<file path="config.mk">
export PLATFORM = sky130hd
export DESIGN_NAME = nand_host_if
export DESIGN_NICKNAME = d
export VERILOG_FILES = /design/src/rtl/nfh_pkg.sv /design/src/rtl/nfh_decode.sv /design/src/rtl/nfh_cfg.sv /design/src/rtl/nfh_core.sv /design/src/rtl/nand_host_if.sv
export SDC_FILE = /design/constraint.sdc
export NUM_CORES = 1
export LEC_CHECK = 0
export CORE_UTILIZATION = 35
export CTS_BUF_LIST = sky130_fd_sc_hd__clkbuf_8 sky130_fd_sc_hd__clkbuf_16
export DETAILED_ROUTE_END_ITERATION = 10
export DONT_BUFFER_PORTS = 1
export GPL_TIMING_DRIVEN = 0
export SYNTH_ARGS = -nofsm -noshare
export SYNTH_HDL_FRONTEND = slang
export SYNTH_SLANG_ARGS = --single-unit
</file>
<file path="constraint.sdc">
create_clock -name clk -period 7.35 [get_ports clk]
set_input_delay 1.1025 -clock clk [delete_from_list [all_inputs] [get_ports clk]]
set_output_delay 1.1025 -clock clk [all_outputs]
set_load 0.02 [all_outputs]
</file>
<file path="src/rtl/nfh_pkg.sv">
package nfh_pkg;
    localparam logic [7:0] CFG_CMD     = 8'h04;
    localparam logic [7:0] CFG_BASE    = 8'h10;
    localparam logic [7:0] OFS_CTRL    = 8'h04;
    localparam logic [7:0] OFS_STAT    = 8'h05;
    localparam logic [7:0] OFS_ISR     = 8'h06;
    localparam logic [7:0] OFS_IMR     = 8'h07;
    localparam logic [7:0] STATUS_WORD = 8'h14;

    localparam logic [1:0] ECC_NONE = 2'b00;
    localparam logic [1:0] ECC_ON   = 2'b01;
    localparam logic [1:0] ECC_RD   = 2'b10;
    localparam logic [1:0] ECC_CLR  = 2'b11;

    typedef struct packed {
        logic [7:0] ctrl;
        logic [7:0] isr;
        logic [7:0] imr;
        logic       ecc_clr;
    } core_st_t;
endpackage

</file>
<file path="src/rtl/nfh_decode.sv">
module nfh_decode #(
    parameter int ADDR_W = 32
) (
    input  logic [ADDR_W-1:0] addr,
    input  logic              win_en,
    input  logic [ADDR_W-1:0] base,
    output logic              cfg_sel,
    output logic              win_sel,
    output logic [7:0]        off
);
    localparam int PAGE_W = ADDR_W - 8;

    logic [PAGE_W-1:0] page;

    always_comb begin
        page    = addr[ADDR_W-1:8];
        off     = addr[7:0];
        cfg_sel = (page == PAGE_W'(1));
        win_sel = !cfg_sel && win_en && (base[7:0] == 8'h00) &&
                  (page == base[ADDR_W-1:8]);
    end
endmodule

</file>
<file path="src/rtl/nfh_cfg.sv">
module nfh_cfg
    import nfh_pkg::*;
#(
    parameter int ADDR_W = 32
) (
    input  logic              clk,
    input  logic              rst_n,
    input  logic              wr,
    input  logic [7:0]        off,
    input  logic [7:0]        wdata,
    output logic              win_en,
    output logic [ADDR_W-1:0] base,
    output logic [7:0]        rd_val
);
    localparam int NBYTES = ADDR_W / 8;

    typedef struct packed {
        logic              en;
        logic [ADDR_W-1:0] base;
    } cfg_st_t;

    cfg_st_t st_d, st_q;

    always_comb begin
        st_d   = st_q;
        rd_val = 8'h00;
        if (wr && off == CFG_CMD)
            st_d.en = wdata[1];
        for (int i = 0; i < NBYTES; i++) begin
            if (wr && off == (CFG_BASE + 8'(i)))
                st_d.base[i*8 +: 8] = wdata;
            if (off == (CFG_BASE + 8'(i)))
                rd_val = st_q.base[i*8 +: 8];
        end
        if (off == CFG_CMD)
            rd_val = {6'b0, st_q.en, 1'b0};
    end

    always_ff @(posedge clk) begin
        if (!rst_n) st_q <= '0;
        else        st_q <= st_d;
    end

    assign win_en = st_q.en;
    assign base   = st_q.base;
endmodule

</file>
<file path="src/rtl/nfh_core.sv">
module nfh_core
    import nfh_pkg::*;
(
    input  logic       clk,
    input  logic       rst_n,
    input  logic       wr,
    input  logic       rd,
    input  logic [7:0] off,
    input  logic [7:0] wdata,
    input  logic [7:0] fl_din,
    output logic       fl_wr_stb,
    output logic       fl_rd_stb,
    output logic [7:0] fl_dout,
    output logic       cle,
    output logic       ale,
    output logic       ce_n,
    output logic       wp,
    output logic       ecc_clr,
    output logic       ecc_rd_sel,
    output logic       irq,
    output logic [7:0] rd_val
);
    core_st_t st_d, st_q;
    logic     is_data;

    always_comb begin
        is_data = (off[7:2] == 6'd0);
        st_d    = st_q;
        st_d.ecc_clr = 1'b0;
        if (wr) begin
            if (is_data) begin
                st_d.isr = st_q.isr | 8'h01;
            end else begin
                case (off)
                    OFS_CTRL: begin
                        st_d.ctrl = wdata;
                        case (wdata[6:5])
                            ECC_ON, ECC_CLR: st_d.ecc_clr = 1'b1;
                            default:         st_d.ecc_clr = 1'b0;
                        endcase
                    end
                    OFS_ISR: st_d.isr = wdata;
                    OFS_IMR: st_d.imr = wdata;
                    default: ;
                endcase
            end
        end

        if (is_data) begin
            rd_val = fl_din;
        end else begin
            case (off)
                OFS_CTRL: rd_val = st_q.ctrl;
                OFS_STAT: rd_val = STATUS_WORD;
                OFS_ISR:  rd_val = st_q.isr;
                OFS_IMR:  rd_val = st_q.imr;
                default:  rd_val = 8'h00;
            endcase
        end

        fl_wr_stb  = wr && is_data;
        fl_rd_stb  = rd && is_data;
        fl_dout    = wdata;
        cle        = st_q.ctrl[0];
        ale        = st_q.ctrl[1];
        ce_n       = !st_q.ctrl[4];
        wp         = st_q.ctrl[7];
        ecc_clr    = st_q.ecc_clr;
        ecc_rd_sel = (st_q.ctrl[6:5] == ECC_RD);
        irq        = st_q.imr[7] && ((st_q.imr & st_q.isr) != 8'h00);
    end

    always_ff @(posedge clk) begin
        if (!rst_n) st_q <= '0;
        else        st_q <= st_d;
    end
endmodule

</file>
<file path="src/rtl/nand_host_if.sv">
module nand_host_if #(
    parameter int ADDR_W = 32
) (
    input  logic              clk,
    input  logic              rst_n,
    input  logic [ADDR_W-1:0] bus_addr,
    input  logic              bus_wr,
    input  logic              bus_rd,
    input  logic [7:0]        bus_wdata,
    output logic [7:0]        bus_rdata,
    output logic              irq,
    output logic              nf_cle,
    output logic              nf_ale,
    output logic              nf_ce_n,
    output logic              nf_wp,
    output logic [7:0]        nf_dout,
    input  logic [7:0]        nf_din,
    output logic              nf_wr_stb,
    output logic              nf_rd_stb,
    output logic              ecc_clr,
    output logic              ecc_rd_sel
);
    logic              win_en, cfg_sel, win_sel;
    logic [ADDR_W-1:0] base;
    logic [7:0]        off, cfg_rd, core_rd;
    logic [7:0]        rdata_d, rdata_q;

    nfh_decode #(.ADDR_W(ADDR_W)) u_dec (
        .addr(bus_addr), .win_en(win_en), .base(base),
        .cfg_sel(cfg_sel), .win_sel(win_sel), .off(off)
    );

    nfh_cfg #(.ADDR_W(ADDR_W)) u_cfg (
        .clk(clk), .rst_n(rst_n), .wr(bus_wr && cfg_sel), .off(off),
        .wdata(bus_wdata), .win_en(win_en), .base(base), .rd_val(cfg_rd)
    );

    nfh_core u_core (
        .clk(clk), .rst_n(rst_n), .wr(bus_wr && win_sel),
        .rd(bus_rd && win_sel), .off(off), .wdata(bus_wdata),
        .fl_din(nf_din), .fl_wr_stb(nf_wr_stb), .fl_rd_stb(nf_rd_stb),
        .fl_dout(nf_dout), .cle(nf_cle), .ale(nf_ale), .ce_n(nf_ce_n),
        .wp(nf_wp), .ecc_clr(ecc_clr), .ecc_rd_sel(ecc_rd_sel),
        .irq(irq), .rd_val(core_rd)
    );

    always_comb begin
        rdata_d = rdata_q;
        if (bus_rd) begin
            if (cfg_sel)      rdata_d = cfg_rd;
            else if (win_sel) rdata_d = core_rd;
            else              rdata_d = 8'h00;
        end
    end

    always_ff @(posedge clk) begin
        if (!rst_n) rdata_q <= 8'h00;
        else        rdata_q <= rdata_d;
    end

    assign bus_rdata = rdata_q;
endmodule

</file>
# Word-level counts from Yosys, hierarchy flattened
# Index checks and enable logic that the tools add are counted.
[totals]
register_bits = 66
output_inout_bits = 25
elab_cells = 67
inputBits = 52
[classes]
eq_ne = 13
n_reduce_logical = 26
bitwise = 5
muxes = 12
[op_table]
columns = ["operator", "count"]
rows = [
  ["$mux 8", 8],
  ["$eq 8x3->1 const B", 4],
  ["$eq 8x5->1 const B", 4],
  ["$pmux 8 s4", 1],
  ["$eq 24x1->1 const B", 1],
  ["$eq 24x24->1", 1],
  ["$logic_and 1x1->1", 14],
  ["$reduce_and 3->1", 3],
  ["$and 8x8->8", 1],
  ["$logic_not 8->1", 1],
  ["$reduce_bool 8->1", 1],
  ["$logic_not 6->1", 1],
  ["$eq 2x2->1 const B", 2],
  ["$not 1->1", 4],
  ["$reduce_or 4->1", 1],
  ["$mux 1", 3],
  ["$eq 2x1->1 const B", 1],
  ["$logic_not 1->1", 2],
  ["$reduce_and 2->1", 1],
  ["$reduce_bool 2->1", 1],
  ["$reduce_or 2->1", 1],
]

# Logic depth before layout (Yosys ltp)
# Gate-level depths: netlist (run 1).
[depth]
word_depth = 8
depth_mapped = 7
depth_no_buf = 5

# Hierarchy
# Synthesis (run 1) repeated with hierarchy kept, for this count alone.
[unflattened]
hier_cells = 404
area_unflattened_um2 = 3744.8
[by_module_without_submodules]
columns = ["module", "instances", "seq_area_each_um2", "area_per_inst_um2", "cells_each"]
rows = [
  ["nfh_cfg", 1, 660.6, 1537.7, 146],
  ["nfh_core", 1, 500.5, 1396.3, 159],
  ["nfh_decode", 1, 0.0, 422.9, 53],
  ["nand_host_if", 1, 160.2, 387.9, 46],
]

# Worst setup path before layout (run 1)
# No wires, ideal clock.
[synth_timing]
kind = "input port to output port"
start = "input port bus_addr[19]"
end = "output port nf_wr_stb"
arrival_ns = 2.993
path_stages = 5
required_ns = 6.247
path_slack_ns = 3.255
n_path_buf = 0
path_cell_list = "xor2_1 -> or4_4 -> a2111oi_4 -> nand2_1 -> nor4bb_1"
[synth_via]
elab_chain_len = 7
word_cells_on_any_way = 8
cone_classes = "eq/ne (2); reduce/logical (6)"
[synth_lines]
columns = ["item", "line", "text"]
rows = [
  ["start: declaration", "nand_host_if.sv:6", "input logic [ADDR_W-1:0] bus_addr,"],
  ["$eq 24x1->1", "nfh_decode.sv:18", "cfg_sel = (page == PAGE_W'(1));"],
  ["$logic_not 1->1", "nfh_decode.sv:19", "win_sel = !cfg_sel && win_en && (base[7:0] == 8'h00) &&"],
  ["$logic_and 1x1->1 (2 in a row)", "nfh_decode.sv:19", ""],
  ["$logic_and 1x1->1 *", "nfh_decode.sv:19", ""],
  ["$logic_and 1x1->1 *", "nand_host_if.sv:39", ".clk(clk), .rst_n(rst_n), .wr(bus_wr && win_sel),"],
  ["$logic_and 1x1->1 *", "nfh_core.sv:61", "fl_wr_stb = wr && is_data;"],
  ["end: declaration", "nand_host_if.sv:18", "output logic nf_wr_stb,"],
]
# Mark *: on every way between the ends. The rest lies on a longest branch, timed or not.

# Final worst setup path (run 1)
[layout_timing]
start = "input port bus_addr[26]"
end = "output port nf_rd_stb"
[layout_via]
elab_chain_len = 7
word_cells_on_any_way = 8
cone_classes = "eq/ne (2); reduce/logical (6)"
[layout_lines]
columns = ["item", "line", "text"]
rows = [
  ["$eq 24x1->1", "nfh_decode.sv:18", ""],
  ["$logic_not 1->1", "nfh_decode.sv:19", ""],
  ["$logic_and 1x1->1 (2 in a row)", "nfh_decode.sv:19", ""],
  ["$logic_and 1x1->1 *", "nfh_decode.sv:19", ""],
  ["$logic_and 1x1->1 *", "nand_host_if.sv:40", ".rd(bus_rd && win_sel), .off(off), .wdata(bus_wdata),"],
  ["$logic_and 1x1->1 *", "nfh_core.sv:62", "fl_rd_stb = rd && is_data;"],
  ["end: declaration", "nand_host_if.sv:19", "output logic nf_rd_stb,"],
]
# Marked as above.

==> metrics.yaml, run 1 <==
run_status:
  status: "finished, final reports clean"
grt:
  grtUsageMet1_pct: 28.55
  grt-busiest-layer: "met2"
  grt_pass1_vias: 3288
  grt_usage_pct: 22.39
  use_met3_pct: 6.114
  grt_pass1_wl_um: 18600
  grt_max_degree: 13
  gr-total-overflow: 0
  antenna_found_initial: 0
  grt.met2_usage_pct: 35.05
synth:
  async_reset_ff_share_pct: 0
  yosysWarnings: 0
  syn-num-nets: 467
  syn_avg_cell_area_um2: 8.909
  ys_ff_latch: 66
  ys_types: 45
  syn-cell-area_um2: 3697
  synth_edf_count: 0
  dominantRegCellSynth: "dfxtp_1"
  synth_cells: 415
  ys_seq_area_share_pct: 35.74
placement:
  gp_congestion: 0.9298
  place_ws_ns: 2.870
  placed_cells_incl_taps: 551
  portBuffers: 0
  dp_hpwl_um: 9190
sta:
  fin_ws_ns: 2.854
  min_period_ns: 4.496
  setup_viol: 0
  min_period_over_period_pct: 61.17
  rsz0062_at_grt: "false"
  tns_ns: 0
  skew_ns: 0.01314
  worst_pin_slew_ns: 0.9425
  max_clock_freq_mhz: 222.4
  relSlewSlack_pct: 36.31
  slew_viol_final: 0
  hold_viol: 0
  hold_ws_ns: 0.4819
power_and_ir_drop:
  power.density_nw_per_um2: 184.7
  leakage_uw: 0.001655
  peakVddDrop_uv: 115.7
clock_network:
  cts_sinks: 66
  hold_buffers: 0
  post_cts_buffers: 0
  cts_inserted_buffers: 9
  insertion_delay_ns: 0.36
  cts_tree: "done"
  post_cts_resized: 0
  cts.path.max_buffers: 2
  h-tree-depth: 3
  clkTransAtPathRegs_ns: 0.07
  root_buffer: "clkbuf_8"
cells_and_area:
  area_growth_pct: 10.49
  antenna-diode-count: 0
  multi_input_area_um2: 2192
  drive_above_1_share_pct: 7.889
  ff_latch_area_um2: 1321
  nFillCells: 1071
  fin_cells: 567
  nets: 478
worst_setup_path:
  arrival_ns: 3.39
  start_kind: "primary input"
  end_kind: "output port"
  crit_type: "in -> out"
  cp_data_required_time_ns: 6.25
  timing.rr.start: "u_cfg.base[1]"
  cp_max_fo: 10
  startpoint: "bus_addr[26]"
route:
  vias_per_cell: 6.026
  wl_per_cell_um: 21.43
  dr.first_iter.drc_count: 259
  final_antenna_net_count: 0
  detail_route.first_pass.iterations: 5
  vias: 3417
  wl_um: 12150
  drc: 0
die:
  die-area_um2: 10980
  ioPinCount: 77
  start_util_pct: 35.98
  die_w_um: 104.8
  core_area_um2: 10280
  core.rowCount: 37
  die_y_um: 104.8
hold_path:
  hp-start: "u_core.st_q[19]"
  hp-class: "reg -> reg"
job:
  drv_cap: 0
==> through the flow <==
stage	util [%]	total power (uW)	cell area, um^2
2_1_floorplan	-	404.2	3697
3_3_place_gp	37.63	417.7	3867
3_5_place_dp	37.63	417.9	3867
4_1_cts	39.75	754.4	4085
5_1_grt	39.75	771.0	4085
6_report	39.75	754.4	4085
==> cell families (layout without fill, tap and decap cells) <==
family | Yosys count | count (layout) | synth area share, %
simple gates | 146 | 146 | 21.29
compound gates | 83 | 83 | 15.13
flops | 66 | 66 | 35.74
mux | 59 | 59 | 17.19
buf+inv | 37 | 53 | 4.975
xor+xnor | 24 | 24 | 5.685
==> state kept, by name, indices dropped and copies added (netlist names) <==
signal	flops
u_core.ecc_clr	1
bus_rdata	8
u_core.ale	1
u_core.cle	1
u_core.st_q	21
u_cfg.base	32
u_core.wp	1
u_cfg.win_en	1
==> worst max-delay path: stages <==
cell and delay [ns]:
xor2_1 0.13, nor4_1 0.39, and4_1 0.29, clkbuf_1 0.44, nand2_1 0.20, nor4bb_1 0.84
==> where the power goes <==
part	internal [uW]	total, uW	switching [uW]
sequential	357	358	0.542
combinational	15.9	52.2	36.3
clock	190	344	154
total	564	754	191
==> cell usage in the layout (no fill, tap or decap), drive strengths merged, types with 4 or more instances in the layout <==
| master | n |
|---|---|
| dfxtp | 66 |
| nand2 | 61 |
| mux2i | 50 |
| clkbuf | 31 |
| xor2 | 24 |
| nand4 | 23 |
| a21oi | 21 |
| o21ai | 20 |
| nor4 | 15 |
| o31ai | 15 |
| buf | 12 |
| a22oi | 8 |
| nor2b | 7 |
| and2 | 6 |
| mux2 | 6 |
| nor3 | 6 |
| a31oi | 5 |
| nor2 | 5 |
| and4b | 5 |
| o22ai | 5 |
| or4 | 4 |
==> Yosys cell counts (6+ instances only) <==
library cell,n,area share [%]
a21oi_1,21,2.8
a22oi_1,8,1.6
and2_1,6,1.0
buf_4,8,1.6
clkbuf_1,22,2.2
dfxtp_1,66,36
mux2_1,6,1.8
mux2i_1,50,14
nand2_1,61,6.2
nand4_1,23,3.9
nor2b_1,7,1.2
nor4_1,15,2.5
o21ai_0,13,1.8
o21ai_1,7,0.95
o31ai_1,15,3.0
xor2_1,24,5.7
==> cell type report <==
type / count / area share, %
Clock buffer: 9 / 3.032
Sequential cell: 66 / 32.34
Tap cell: 136 / 4.165
Inverter: 3 / 0.2757
Multi-Input combinational cell: 312 / 53.66
Buffer: 34 / 4.227
Clock inverter: 7 / 2.297
==> path summary, 6_finish.rpt <==
| kind | cells past startpoint | slack, ns | endpoint |
|---|---|---|---|
| worst max register to register | 6 | 4.59 | bus_rdata[1] |
| worst max-delay path | 6 | 2.85 | nf_rd_stb |
| worst min-delay path | 2 | 0.48 | u_core.st_q[19] |
| worst min register to register | 2 | 0.48 | u_core.st_q[19] |
==> metal layers <==
layer	vias to the layer above	wire length (um)	share of wire, %
li1	1570	-	-
met1	1657	5160	42
met2	161	5641	46
met3	29	1011	8.3
met4	0	337	2.8
met5	-	0	0
Power figures use the tool's default switching activity.
==> inputs of run 2 (changes only) <==
==> constraint.sdc (replaced) <==
create_clock -name clk -period 3.61 [get_ports clk]
set_input_delay 0.5415 -clock clk [delete_from_list [all_inputs] [get_ports clk]]
set_output_delay 0.5415 -clock clk [all_outputs]
set_load 0.02 [all_outputs]
==> run 2 against run 1 <==
- hold slack worse by 0.15 ns
- design area is 0.80% higher
- critical path type is now reg -> out
- die area did not move
- critical path depth fell by 1
- wire length is 0.22% lower
==> metrics.yaml, run 2 (same netlist as run 1, synthesis figures left out) <==
route:
  final_antenna_net_count: 0  # unchanged
  vias: 3431  # +0.41%
  dr.first_iter.drc_count: 245  # -5.4%
  vias_per_cell: 6.051  # +0.41%
  wl_um: 12120  # -0.22%
  drc: 0  # unchanged
  detail_route.first_pass.iterations: 6  # +1
  wl_per_cell_um: 21.38  # -0.22%
sta:
  min_period_ns: 3.378
  rsz0062_at_grt: "false"
  slew_viol_final: 0  # unchanged
  max_clock_freq_mhz: 296.1
  hold_viol: 0  # unchanged
  min_period_over_period_pct: 93.57
  worst_pin_slew_ns: 0.8431  # -0.09933 ns
  setup_viol: 0  # unchanged
  fin_ws_ns: 0.2322  # -2.622 ns
  skew_ns: 0.01349  # +0.0003570 ns
  relSlewSlack_pct: 43.36  # +7.0 points
cells_and_area:
  ff_latch_area_um2: 1321  # unchanged
  area_growth_pct: 11.37
  drive_above_1_share_pct: 8.585  # +0.70 points
  antenna-diode-count: 0  # unchanged
  largest_register_ff_count: 32  # unchanged
  nets: 478  # unchanged
  nFillCells: 1068  # -0.28%
  multi_input_area_um2: 2225  # +1.5%
  final_core_utilization_pct: 40.07  # +0.32 points
  fin_cells: 567  # unchanged
  mostFrequentLayoutCells: "dfxtp_1 (66), nand2_1 (60), mux2i_1 (50)"
  final_common_cell: "dfxtp_1"
power_and_ir_drop:
  peakVddDrop_uv: 235.5  # +100%
  leakage_uw: 0.001677  # +1.3%
  power.density_nw_per_um2: 372.0  # +100%
clock_network:
  insertion_delay_ns: 0.35  # about the same
  cts_tree: "done"
  clkTransAtPathRegs_ns: 0.08  # about the same
  root_buffer: "clkbuf_8"
  post_cts_buffers: 0  # unchanged
  cts_sinks: 66  # unchanged
  h-tree-depth: 3  # unchanged
  cts_inserted_buffers: 9  # unchanged
  cts.path.max_buffers: 2  # unchanged
worst_setup_path:
  cp_data_required_time_ns: 3.07  # -3.18 ns
  max_stage_delay_ns: 0.59  # -0.25 ns
  cp_max_fo: 3  # -7
  arrival_ns: 2.84  # -0.55 ns
  crit_type: "reg -> out"
  worstPathCellList: "or4_1 -> or4_4 -> a2111oi_4 -> nand2_2 -> nor4bb_4"
  start_kind: "register"
  rrSetupSlack_ns: 0.88  # -3.71 ns
  end_kind: "output port"
  critPathSlowestCell: "or4_4"
die:
  die-area_um2: 10980  # unchanged
  start_util_pct: 35.98  # unchanged
  die_y_um: 104.8  # unchanged
  ioPinCount: 77  # unchanged
  core.rowCount: 37  # unchanged
  core_area_um2: 10280  # unchanged
  die_w_um: 104.8  # unchanged
job:
  drv_cap: 0  # unchanged
grt:
  grt_pass1_vias: 3279  # -0.27%
  antenna_found_initial: 0  # unchanged
  grt_usage_pct: 22.42  # +0.027 points
  grt_pass1_wl_um: 18640  # +0.18%
  grt_max_degree: 13  # unchanged
  gr-total-overflow: 0  # unchanged
placement:
  dp_hpwl_um: 9190  # unchanged
  placed_cells_incl_taps: 551  # unchanged
  gp_congestion: 0.9298  # unchanged
  portBuffers: 0  # unchanged
  place_ws_ns: 0.1401  # -2.730 ns
hold_path:
  hp-class: "in -> reg"
run_status:
  status: "finished, final reports clean"
-- run 2: cell count changes in the layout (fill, tap and decap cells not counted) --
| cell | before | now |
|---|---|---|
| nor4bb_1 | 2 | 0 |
| nor4bb_4 | 0 | 2 |
| nand2_1 | 61 | 60 |
| nand2_2 | 0 | 1 |
-- run 2: cell type report --
type | instances | share of cell area [%]
inverters | 3 | 0.2735
multi-input cells | 312 | 54.03
plain buffers | 34 | 4.193
well taps | 136 | 4.132
clock buffers | 9 | 3.008
clock inverters | 7 | 2.279
flip-flops and latches | 66 | 32.09
-- run 2: path summary, 6_finish.rpt --
kind	from	endpoint	cells past startpoint
setup / recovery	u_cfg.base[1]	nf_rd_stb	5
hold / removal	bus_wdata[7]	u_core.wp	2
setup reg to reg	u_cfg.base[1]	bus_rdata[1]	6
hold reg to reg	u_core.st_q[9]	u_core.st_q[9]	2
-- run 2: critical path: cells and delay by family (launching register included) --
kind | cells | cell delay [ns]
and+or+nand+nor | 4 | 1.82
AOI/OAI and AO/OA | 1 | 0.34
DFF | 1 | 0.34
-- run 2: per-layer routing --
layer  vias to the layer above  wire length [um]  part of all wire (%)  track usage [%]
li1                       1570                 -                     -                -
met1                      1658              5065                    42            28.78
met2                       173              5598                    46            35.15
met3                        30              1109                   9.1            5.739
met4                         0               349                   2.9            10.36
met5                         -                 0                     0                0
-- run 2: metrics by stage --
step | hold WS (ns) | area, um^2 | setup TNS (ns) | total power, uW
finish | 0.3358 | 4118 | 0 | 1532
global route | 0.3345 | 4118 | 0 | 1571
CTS | 0.3228 | 4098 | -0.08246 | 1536
detailed placement | 0.4660 | 3867 | 0 | 850.8
global placement | 0.4555 | 3867 | 0 | 850.5
floorplan | 0.4408 | 3697 | 0 | 823.0
-- run 2: what timing repair did --
action                     4_1_cts  5_1_grt
pin swaps                        0        3
hold endpoints to repair         0        0
setup endpoints to repair        2        2
gates resized for setup          2        3
hold buffers                     0        0
-- run 2: report_power, final --
part / switching [uW] / internal, uW / leakage, uW
sequential: 1.10 / 728 / 0.000531
clock: 308 / 387 / 0.000105
combinational: 74.8 / 33.4 / 0.00104
total: 383 / 1150 / 0.00168
==> inputs of run 3 (changes only) <==
--- a/config.mk
+++ b/config.mk
@@ -5,11 +5,13 @@
 export SDC_FILE = /design/constraint.sdc
 export NUM_CORES = 1
 export LEC_CHECK = 0
+export ABC_AREA = 1
 export CORE_UTILIZATION = 35
 export CTS_BUF_LIST = sky130_fd_sc_hd__clkbuf_8 sky130_fd_sc_hd__clkbuf_16
 export DETAILED_ROUTE_END_ITERATION = 10
 export DONT_BUFFER_PORTS = 1
 export GPL_TIMING_DRIVEN = 0
+export SETUP_SLACK_MARGIN = 0.5
 export SYNTH_ARGS = -nofsm -noshare
 export SYNTH_HDL_FRONTEND = slang
 export SYNTH_SLANG_ARGS = --single-unit
==> run 3 against run 2 <==
- the run now ends with DRC left
- synthesized area is 14% higher
- combinational power is 5% higher
- wire length is 23% higher
- clock-buffer cell count stayed put
- total power is 22% higher
- first-iteration DRC count is 150% higher
==> metrics.yaml, run 3 <==
sta:
  min_period_over_period_pct: 79.83  # -14 points
  hold_viol: 0  # unchanged
  max_clock_freq_mhz: 347.0  # +17%
  rsz0062_at_grt: "false"
  worst_pin_slew_ns: 0.8850  # +0.04191 ns
  slew_viol_final: 0  # unchanged
  skew_ns: 0.005763  # -0.007731 ns
  setup_viol: 0  # unchanged
  tns_ns: 0  # unchanged
  relSlewSlack_pct: 40.54  # -2.8 points
  min_period_ns: 2.882  # -0.4959 ns
  fin_ws_ns: 0.7281  # +0.4959 ns
clock_network:
  cts_inserted_buffers: 9  # unchanged
  insertion_delay_ns: 0.34  # about the same
  cts_tree: "done"
  root_buffer: "clkbuf_16"
  hold_buffers: 0  # unchanged
  cts.path.max_buffers: 2  # unchanged
  post_cts_buffers: 0  # unchanged
  clkTransAtPathRegs_ns: 0.06  # -0.02 ns
  h-tree-depth: 3  # unchanged
  post_cts_resized: 0  # -2
  cts_sinks: 66  # unchanged
run_status:
  violations: "DRC"
  status: "complete, but fails checks"
cells_and_area:
  design_area_um2: 4728  # +15%
  antenna-diode-count: 0  # unchanged
  nets: 742  # +55%
  final_common_cell: "nand2_1"
  mostFrequentLayoutCells: "nand2_1 (180), inv_1 (86), nor2_1 (76)"
  final_core_utilization_pct: 40.89  # +0.82 points
  largest_register_ff_count: 32  # unchanged
  area_growth_pct: 12.60
  drive_above_1_share_pct: 8.345  # -0.24 points
placement:
  portBuffers: 0  # unchanged
  gp_congestion: 0.9351  # +0.57%
  place_ws_ns: 0.9903  # +0.8502 ns
  dp_hpwl_um: 11580  # +26%
  dpl-instance-area_um2: 4378  # +13%
synth:
  syn-cell-area_um2: 4199  # +14%
  yosys.cell_count.top_type: "nand2_1"
  synth_top_area_share_pct: 31.47  # -4.3 points
  synth_top_family_by_area: "simple AND/OR/NAND/NOR gates"
  synth.area.top_cells: "dfxtp_1 (31%), nand2_1 (16%), a21oi_1 (8.0%), inv_1 (7.7%), nand4_1 (6.9%)"
  synth_cells: 679  # +64%
  synthAdderAreaFrac_pct: 0  # unchanged
  synth_edf_count: 0  # unchanged
  syn_avg_cell_area_um2: 6.184  # -31%
  dominantRegCellSynth: "dfxtp_1"
  yosysWarnings: 0  # unchanged
  syn-num-nets: 731  # +57%
  ys_ff_latch: 66  # unchanged
  ys_types: 34  # -24%
  synth_common_cells: "nand2_1 (180), inv_1 (86), nor2_1 (76)"
  yosys.area_share.simple_pct: 40.79  # +20 points
  yosys.area.top_type: "dfxtp_1"
  async_reset_ff_share_pct: 0  # unchanged
  ys_seq_area_share_pct: 31.47  # -4.3 points
  synth-xor-area-share_pct: 0  # -5.7 points
  muxShareOfSynthArea_pct: 0  # -17 points
  synth_compound_area_share_pct: 14.93  # -0.20 points
hold_path:
  hp-class: "in -> reg"
worst_setup_path:
  crit_top_cell: "nand2_1"
  crit_type: "reg -> out"
  worstPathCellList: "inv_1 -> nand2_1 -> nand2_1 -> nor2_1 -> nand2_1 -> nor3_1 -> nand3b_1 -> nor2_1 -> nand2_1 -> nor2_1"
  cp_max_fo: 3  # unchanged
  cp_data_required_time_ns: 3.07  # about the same
  arrival_ns: 2.34  # -0.50 ns
  start_kind: "register"
  max_stage_delay_ns: 0.38  # -0.21 ns
  critPathSlowestCell: "dfxtp_1"
  end_kind: "output port"
route:
  wl_per_cell_um: 17.75  # -17%
  wl_um: 14870  # +23%
  final_antenna_net_count: 0  # unchanged
  vias_per_cell: 5.475  # -9.5%
  vias: 4588  # +34%
  drc: 5  # +5
  detail_route.first_pass.iterations: 10  # +4
  dr.first_iter.drc_count: 603  # +150%
power_and_ir_drop:
  peakVddDrop_uv: 172.8  # -27%
  seq_power_share_pct: 38.8  # -8.8 points
  comb_power_share_pct: 6.0  # -1.1 points
  power.switching_uw: 432.3  # +13%
  internal_power_uw: 1443  # +26%
  clockPowerShare_pct: 55.1  # +9.7 points
  finalPower_uw: 1876  # +22%
  leakage_uw: 0.001849  # +10%
  p_sw_share_pct: 23.05  # -2.0 points
  power.density_nw_per_um2: 396.7  # +6.6%
die:
  core.rowCount: 39  # +5.4%
  core_area_um2: 11560  # +13%
  die-area_um2: 12440  # +13%
  die_y_um: 111.5  # +6.4%
  ioPinCount: 77  # unchanged
  start_util_pct: 36.31  # +0.33 points
  die_w_um: 111.5  # +6.4%
grt:
  grt_pass1_vias: 4326  # +32%
  gr-total-overflow: 0  # unchanged
  grt_max_degree: 14  # +1
  antenna_found_initial: 0  # unchanged
  grt_pass1_wl_um: 23310  # +25%
  grt_usage_pct: 24.23  # +1.8 points
job:
  drv_cap: 0  # unchanged
## run 3: cell types whose count changed in the layout (fill, tap and decap cells not counted), moves of 15 or more
cell / delta
nand2_1: +120
inv_1: +84
nor2_1: +71
mux2i_1: -50
a21oi_1: +46
nand3_1: +38
o21ai_0: +29
xor2_1: -24
nand4_1: +23
nor4_1: -15
o31ai_1: -15
## run 3: worst paths after layout
path | from | to | slack, ns | cells after the start
max | u_cfg.base[29] | nf_wr_stb | 0.73 | 10
min | rst_n | u_cfg.base[26] | 0.35 | 2
max reg2reg | u_cfg.base[14] | u_core.ale | 1.41 | 11
min reg2reg | u_core.st_q[23] | u_core.st_q[23] | 0.47 | 2
## run 3: stage by stage
step                      hold slack (ns)  instances
after floorplan                    0.4377        679
after global placement             0.4472        822
after detailed placement           0.4577        822
after CTS                          0.3429        838
after global routing               0.3637        838
final                              0.3494        838
## run 3: routing by layer
layer | GRT usage (%) | share of wire, % | up-vias
met5 | 0 | 0 | -
met4 | 8.919 | 2.1 | 0
met3 | 3.647 | 6.8 | 20
met2 | 38.08 | 46 | 196
met1 | 33.51 | 45 | 2125
li1 | - | - | 2247
## run 3: cell families after synthesis
logic type / after synthesis
buffers and inverters: 118
AOI/OAI and AO/OA: 121
DFF: 66
and+or+nand+nor: 374
## run 3: cell type report
class / count / area (um^2)
fillers: 1228 / 6837
multi-input cells: 495 / 2340
flip-flops and latches: 66 / 1321
inverters: 89 / 334.1
clock buffers: 9 / 225.2
plain buffers: 29 / 203.9
well taps: 143 / 178.9
clock inverters: 7 / 125.1
## run 3: power by group through the flow
| stage | Combinational, uW | Sequential (uW) | Clock [uW] |
|---|---|---|---|
| 2_1_floorplan | 88.4 | 744 | 0 |
| 3_3_place_gp | 110 | 744 | 0 |
| 3_5_place_dp | 112 | 744 | 0 |
| 4_1_cts | 112 | 728 | 1040 |
| 5_1_grt | 126 | 728 | 1070 |
| 6_report | 113 | 728 | 1030 |
## run 3: critical path: cells and delay by family, from the launching register on
kind / cells / cell delay, ns
buffers and inverters: 1 / 0.09
and+or+nand+nor: 9 / 1.53
DFF: 1 / 0.38
